File: src/rtl/lcg_pkg.sv
package lcg_pkg;
  localparam int CODE_W  = 8;
  localparam int LSEL_W  = 2;
  localparam int PH_W    = $clog2(CODE_W);
  localparam int MIN_LEN = CODE_W - (1 << LSEL_W) + 1;

  typedef struct packed {
    logic              en;
    logic              uf;
    logic [LSEL_W-1:0] lsel;
    logic [CODE_W-1:0] pat;
  } cfg_t;

  // last phase index of the selected code length
  function automatic logic [PH_W-1:0] last_phase(input logic [LSEL_W-1:0] sel);
    return PH_W'(MIN_LEN - 1) + PH_W'(sel);
  endfunction

  // phase after a replaced bit, wrapping to the first code bit
  function automatic logic [PH_W-1:0] phase_step(input logic [PH_W-1:0] cur,
                                                 input logic [PH_W-1:0] last);
    return (cur >= last) ? '0 : cur + 1'b1;
  endfunction
endpackage

File: src/rtl/lcg_cfg_latch.sv
module lcg_cfg_latch
  import lcg_pkg::*;
(
  input  logic clk,
  input  logic rst_n,
  input  logic frame_sync,
  input  cfg_t cfg_in,
  output cfg_t cfg_eff,
  output logic restart
);
  cfg_t cfg_q;

  // new settings govern the sync cycle itself
  assign cfg_eff = frame_sync ? cfg_in : cfg_q;
  assign restart = frame_sync && ((cfg_in.en != cfg_q.en) || (cfg_in.uf != cfg_q.uf));

  always_ff @(posedge clk) begin
    if (!rst_n)          cfg_q <= '0;
    else if (frame_sync) cfg_q <= cfg_in;
  end
endmodule

File: src/rtl/lcg_phase.sv
module lcg_phase
  import lcg_pkg::*;
(
  input  logic            clk,
  input  logic            rst_n,
  input  logic            restart,
  input  logic            replace,
  input  logic [PH_W-1:0] last,
  output logic [PH_W-1:0] cur_phase
);
  logic [PH_W-1:0] ph_q;

  // restart on mode change, wrap when a shorter length arrives
  assign cur_phase = (restart || (ph_q > last)) ? '0 : ph_q;

  always_ff @(posedge clk) begin
    if (!rst_n)       ph_q <= '0;
    else if (replace) ph_q <= phase_step(cur_phase, last);
    else              ph_q <= cur_phase;   // hold on passed bits
  end
endmodule

File: src/rtl/lcg_out_stage.sv
module lcg_out_stage (
  input  logic clk,
  input  logic rst_n,
  input  logic ser_in,
  input  logic replace,
  input  logic code_bit,
  output logic ser_out
);
  always_ff @(posedge clk) begin
    if (!rst_n) ser_out <= 1'b0;
    else        ser_out <= replace ? code_bit : ser_in;
  end
endmodule

File: src/rtl/loopcode_gen.sv
module loopcode_gen
  import lcg_pkg::*;
(
  input  logic              clk,
  input  logic              rst_n,
  input  logic              ser_in,
  input  logic              frame_sync,
  input  logic              code_en,
  input  logic              unframed,
  input  logic [LSEL_W-1:0] len_sel,
  input  logic [CODE_W-1:0] code_pat,
  output logic              ser_out
);
  cfg_t            cfg_in;
  cfg_t            cfg_eff;
  logic            restart;
  logic            replace;
  logic            code_bit;
  logic [PH_W-1:0] last;
  logic [PH_W-1:0] cur_phase;

  assign cfg_in = '{en: code_en, uf: unframed, lsel: len_sel, pat: code_pat};

  lcg_cfg_latch u_cfg (
    .clk(clk), .rst_n(rst_n), .frame_sync(frame_sync),
    .cfg_in(cfg_in), .cfg_eff(cfg_eff), .restart(restart)
  );

  assign last = last_phase(cfg_eff.lsel);
  // framing slot is kept only in framed mode
  assign replace  = cfg_eff.en && (cfg_eff.uf || !frame_sync);
  assign code_bit = cfg_eff.pat[PH_W'(CODE_W-1) - cur_phase];

  lcg_phase u_phase (
    .clk(clk), .rst_n(rst_n), .restart(restart), .replace(replace),
    .last(last), .cur_phase(cur_phase)
  );

  lcg_out_stage u_out (
    .clk(clk), .rst_n(rst_n), .ser_in(ser_in), .replace(replace),
    .code_bit(code_bit), .ser_out(ser_out)
  );
endmodule

File: config.mk
export PLATFORM = sky130hd
export DESIGN_NAME = loopcode_gen
export DESIGN_NICKNAME = d
export VERILOG_FILES = /design/src/rtl/lcg_pkg.sv /design/src/rtl/lcg_cfg_latch.sv /design/src/rtl/lcg_phase.sv /design/src/rtl/lcg_out_stage.sv /design/src/rtl/loopcode_gen.sv
export SDC_FILE = /design/constraint.sdc
export NUM_CORES = 1
export LEC_CHECK = 0
export ABC_AREA = 1
export CAP_MARGIN = 40
export CORE_AREA = 10 10 52 64
export CTS_CLUSTER_DIAMETER = 200
export DETAILED_ROUTE_END_ITERATION = 8
export DIE_AREA = 0 0 62 74
export HOLD_SLACK_MARGIN = 0.03
export MAX_ROUTING_LAYER = met4
export PLACE_DENSITY = 0.7
export SYNTH_ARGS = -nofsm -noshare
export SYNTH_HDL_FRONTEND = slang
export SYNTH_SLANG_ARGS = --single-unit
File: constraint.sdc
create_clock -name clk -period 2.7 [get_ports clk]
set_input_delay 0.675 -clock clk [delete_from_list [all_inputs] [get_ports clk]]
set_output_delay 0.675 -clock clk [all_outputs]
set_load 0.05 [all_outputs]
-- Word level (Yosys, flattened, before mapping)
Cells that the tools add are included.
- add/subtract/negate cells: 3
- $lt $le $gt $ge: 3
- equal/unequal tests: 2
- multiplexer cells: 7
- reductions and logical operators: 6
- operator list (cell ; number):
    two-way mux 12 bit ; 1
    two-way mux 3 bit ; 3
    < comparator 3 x 4 -> 1 bit (second input constant) ; 1
    adder 3 x 1 -> 3 bit (second input constant) ; 1
    adder 3 x 2 -> 3 bit (first input constant) ; 1
    binary-select mux 1 bit (select 3 bit) ; 1
    >= comparator 3 bit ; 1
    > comparator 3 bit ; 1
    logical OR 1 bit ; 3
    subtractor 3 bit (first input constant) ; 1
    logical AND 1 bit ; 2
    two-way mux 1 bit ; 2
    != test 1 bit ; 2
    zero test 1 bit ; 1
- register bits: 16
- input bits: 16
- output and inout bits: 1
- logic and storage cells: 27

-- Depth between registers and ports, before layout
- depth after elaboration: 9
- mapped depth: 15
- mapped depth without buffers: 14

-- Modules after synthesis
From an unflattened synthesis, not the netlist that was laid out.
- cell total of the unflattened synthesis: 162
- area, all modules: 1016.0 um^2
- by module, submodules not included (module ; instances ; cells an instance ; area an instance (um^2) ; sequential area each (um^2)):
    lcg_cfg_latch ; 1 ; 76 ; 516.7 ; 240.2
    lcg_phase ; 1 ; 49 ; 332.8 ; 60.1
    loopcode_gen ; 1 ; 31 ; 125.1 ; 0.0
    lcg_out_stage ; 1 ; 6 ; 41.3 ; 20.0

-- Worst setup path after synthesis
Ideal clock, no wire load.
- path type: input to register
- start point: input port frame_sync
- end point: register u_phase.ph_q[0]
- setup time: 0.124 ns
- data arrival time: 2.489 ns
- data required time: 2.576 ns
- setup slack: 0.088 ns
- stages on the path: 13
- path buffers: 1
- cells stage by stage: buf_6 -> mux2i_1 -> ha_1 -> a21oi_2 -> nand2_4 -> nand3_2 -> clkinv_2 -> ha_1 -> o21ai_0 -> nand2_1 -> nand2_1 -> a21oi_1 -> a211oi_2
- longest elaborated chain between the ends: 8
- elaborated cells on any way between the ends: 13
- those cells by class: add/sub (2); order compare (2); mux (4); reduce/logical (5)
- ends and longest elaborated chain (element ; line ; source):
    from (decl) ; loopcode_gen.sv:7 ; input logic frame_sync,
    two-way mux 12 bit ; - ;
    adder 3 x 2 -> 3 bit ; lcg_pkg.sv:16 ; return PH_W'(MIN_LEN - 1) + PH_W'(sel);
    > comparator 3 bit ; lcg_phase.sv:14 ; assign cur_phase = (restart || (ph_q > last)) ? '0 : ph_q;
    logical OR 1 bit ; lcg_phase.sv:14 ;
    two-way mux 3 bit ; lcg_phase.sv:14 ;
    adder 3 x 1 -> 3 bit or >= comparator 3 bit (tied branches) ; lcg_pkg.sv:22 ; return (cur >= last) ? '0 : cur + 1'b1;
    two-way mux 3 bit ; lcg_pkg.sv:22 ;
    two-way mux 3 bit * ; lcg_phase.sv:18 ; else if (replace) ph_q <= phase_step(cur_phase, last);
    to (signal assigned) ; lcg_phase.sv:18 ;
    to (signal assigned) ; lcg_phase.sv:19 ; else ph_q <= cur_phase;
    to (decl) ; lcg_phase.sv:11 ; logic [PH_W-1:0] ph_q;
Mark *: on every way between the ends. The rest lies on a longest branch, timed or not.
A chain may end at the register's enable or synchronous reset.

-- Worst setup path in the final report
- start point: input port len_sel[1]
- end point: register u_phase.ph_q[0]
- longest elaborated chain between the ends: 8
- elaborated cells on any way between the ends: 9
- those cells by class: add/sub (2); order compare (2); mux (4); reduce/logical (1)
- ends and longest elaborated chain (element ; line ; source):
    from (decl) ; loopcode_gen.sv:10 ; input logic [LSEL_W-1:0] len_sel,
    two-way mux 12 bit * ; - ;
    adder 3 x 2 -> 3 bit * ; lcg_pkg.sv:16 ;
    > comparator 3 bit ; lcg_phase.sv:14 ;
    logical OR 1 bit ; lcg_phase.sv:14 ;
    two-way mux 3 bit ; lcg_phase.sv:14 ;
    adder 3 x 1 -> 3 bit or >= comparator 3 bit (tied branches) ; lcg_pkg.sv:22 ;
    two-way mux 3 bit ; lcg_pkg.sv:22 ;
    two-way mux 3 bit * ; lcg_phase.sv:18 ;
Marked as above.

==> results.cfg <==
[clock_network]
cts_buffers = 3
cts_root_buf = clkbuf_4
clockBufferDepth = 2
clock_latency_ns = 0.29
clk_pin_slew_ns = 0.09
cts_tree = built
cts_hold_buf = 0
cts.sinks = 16
htreeDepth = 1

[grt]
antenna_found_initial = 0
track_usage = 0.1077
grt.overflow.total = 0
grt_start_max_net_pins = 15
grt_pass1_wl_um = 3719
grt_pass1_vias = 884

[detailed_routing]
wire_per_inst_um = 11.89
vias_per_cell = 4.798
wl_um = 2057
dr.first_iter.drc_count = 31
vias = 830
ant_nets = 0
dr.pass1.iters = 4
drc = 0

[logic_synthesis]
syn_avg_cell_area_um2 = 8.211
syn-num-nets = 133
syn_inst = 112
syn_area_um2 = 919.6
ys_types = 27
seq_area_frac_synth = 0.3483
synth_seq_cells = 16
yosysWarningCount = 0

[worst_setup_path]
cp.required_ns = 2.87
reg2reg_to = u_phase.ph_q[0]$_SDFF_PN0_
crit_fanout = 3
crit_type = in -> reg
critPathLaunch = len_sel[1]
start_kind = input port
r2r_slack_ns = 0.56
cp-end-kind = register
reg2reg_from = u_phase.ph_q[0]$_SDFF_PN0_
worstSetupEndpoint = u_phase.ph_q[0]$_SDFF_PN0_
r2r_cells = 12
critPathArrivalTime_ns = 2.72

[final_layout]
drive_gt1_frac = 0.2817
diodes = 0
final_nets = 164
mostFrequentLayoutCells = nand2_1 (18), dfxtp_1 (16), clkdlybuf4s50_1 (15), inv_1 (12), buf_4 (12)
layout_commonest_cell = nand2_1
area_delta_synth_final_pct = 33.61

[sta]
fmax_mhz = 392.3
drv_slew = 0
finalSetupViolCount = 0
relSlewSlack = 0.6702
post-route-period-util = 0.9441
finalSetupTns_ns = 0
finClkSkew_ns = 0.001428
worst_pin_slew_ns = 0.4932
rsz0062_at_grt = no
finalHoldViolations = 0
min_period_ns = 2.549

[die]
coreArea_mm2 = 0.002163
chipHeight_um = 74
die_w_um = 62
die_area_mm2 = 0.004588
row_count = 19
initial_core_util = 0.4251
ios = 17

[hold_path]
hold_class = reg -> reg
worstHoldStart = u_cfg.cfg_q[10]$_SDFF_PN0_

[outcome]
status = complete, no violations

[power]
ir_drop_v = 0.0003315
power_mw = 0.5519
power.density_mw_per_mm2 = 449.2
leakagePower_nw = 0.5683

[placed_design]
place_hpwl_um = 1695
io_buffers = 16
gp_congestion = 0.7768

[job]
cap_violations = 0
## routing by layer
metal | up-vias | wire, um | global-route usage
met5 | - | 0 | -
met4 | 0 | 60 | 0.06468
met3 | 6 | 91 | 0.02896
met2 | 17 | 1089 | 0.1792
met1 | 372 | 815 | 0.1086
li1 | 435 | - | -
## sequential cells by signal, indices dropped and copies added, names as in the netlist
register,cells
u_phase.ph_q,3
u_cfg.cfg_q,12
u_out.ser_out,1
## how the worst min path moves through the flow
stage,to,slack (ns),cells after the start
after floorplan,u_cfg.cfg_q[8]$_SDFF_PN0_,0.45,2
after global placement,u_cfg.cfg_q[8]$_SDFF_PN0_,0.46,2
after detailed placement,u_cfg.cfg_q[8]$_SDFF_PN0_,0.48,2
after CTS,u_cfg.cfg_q[8]$_SDFF_PN0_,0.49,2
after global routing,u_cfg.cfg_q[10]$_SDFF_PN0_,0.50,2
final,u_cfg.cfg_q[10]$_SDFF_PN0_,0.49,2
## cell families after synthesis
logic type	Yosys count	synth area share
AOI/OAI and AO/OA	19	0.1537
adders and majority gates	5	0.06803
buffers and inverters	16	0.07754
DFF	16	0.3483
muxes	5	0.05442
and+or+nand+nor	51	0.2980
## where the power goes
| group | leakage, nW | total [mW] | internal, mW | switching, mW |
|---|---|---|---|---|
| clock | 0.0210 | 0.160 | 0.0822 | 0.0780 |
| combinational | 0.415 | 0.134 | 0.0653 | 0.0689 |
| sequential | 0.132 | 0.257 | 0.250 | 0.00707 |
| total | 0.568 | 0.552 | 0.398 | 0.154 |
## timing repair
action	4_1_cts	5_1_grt
gates resized for setup	1	0
setup buffers	1	0
endpoints found under the setup margin	3	0
## area by class of cell
cell class	count	area, um2
inverters	14	56.30
flip-flops and latches	16	320.3
well taps	31	38.79
multi-input cells	80	528.0
fillers	204	934.6
clock buffers	4	36.28
repair buffers	28	249.0
## worst max-delay path, cell delays in order
cell	delay, ns
clkdlybuf4s50_1	0.47
mux2i_1	0.10
ha_1	0.33
inv_1	0.06
o21bai_2	0.16
nand2_4	0.09
nand3_2	0.09
clkinv_2	0.06
ha_1	0.26
o21ai_0	0.07
nand2_1	0.10
nand2_1	0.08
a21oi_1	0.15
a211oi_2	0.04
## per-stage QoR
stage	worst slack (ns)	util	hold WS [ns]	area, um2	instances
floorplan	0.08769	-	0.4462	919.6	112
global placement	-0.2923	0.5483	0.4602	1186	168
detailed placement	-0.3829	0.5483	0.4766	1186	168
CTS	0.1446	0.5680	0.4887	1229	173
global route	0.001963	0.5680	0.5049	1229	173
finish	0.1509	0.5680	0.4887	1229	173
## Yosys cell counts (all sizes together)
| cell type | n | share of area |
|---|---|---|
| a21oi | 6 | 0.041 |
| mux2i | 5 | 0.054 |
| nand2 | 21 | 0.10 |
| nand4 | 4 | 0.027 |
| or2 | 4 | 0.027 |
| o21bai | 1 | 0.012 |
| nor2 | 12 | 0.060 |
| buf | 2 | 0.016 |
| inv | 13 | 0.056 |
| clkinv | 1 | 0.0054 |
| a211oi | 2 | 0.022 |
| dfxtp | 16 | 0.35 |
| o21ai | 10 | 0.079 |
| ha | 5 | 0.068 |
| nand3 | 10 | 0.079 |
(Power assumes the default switching activity.)
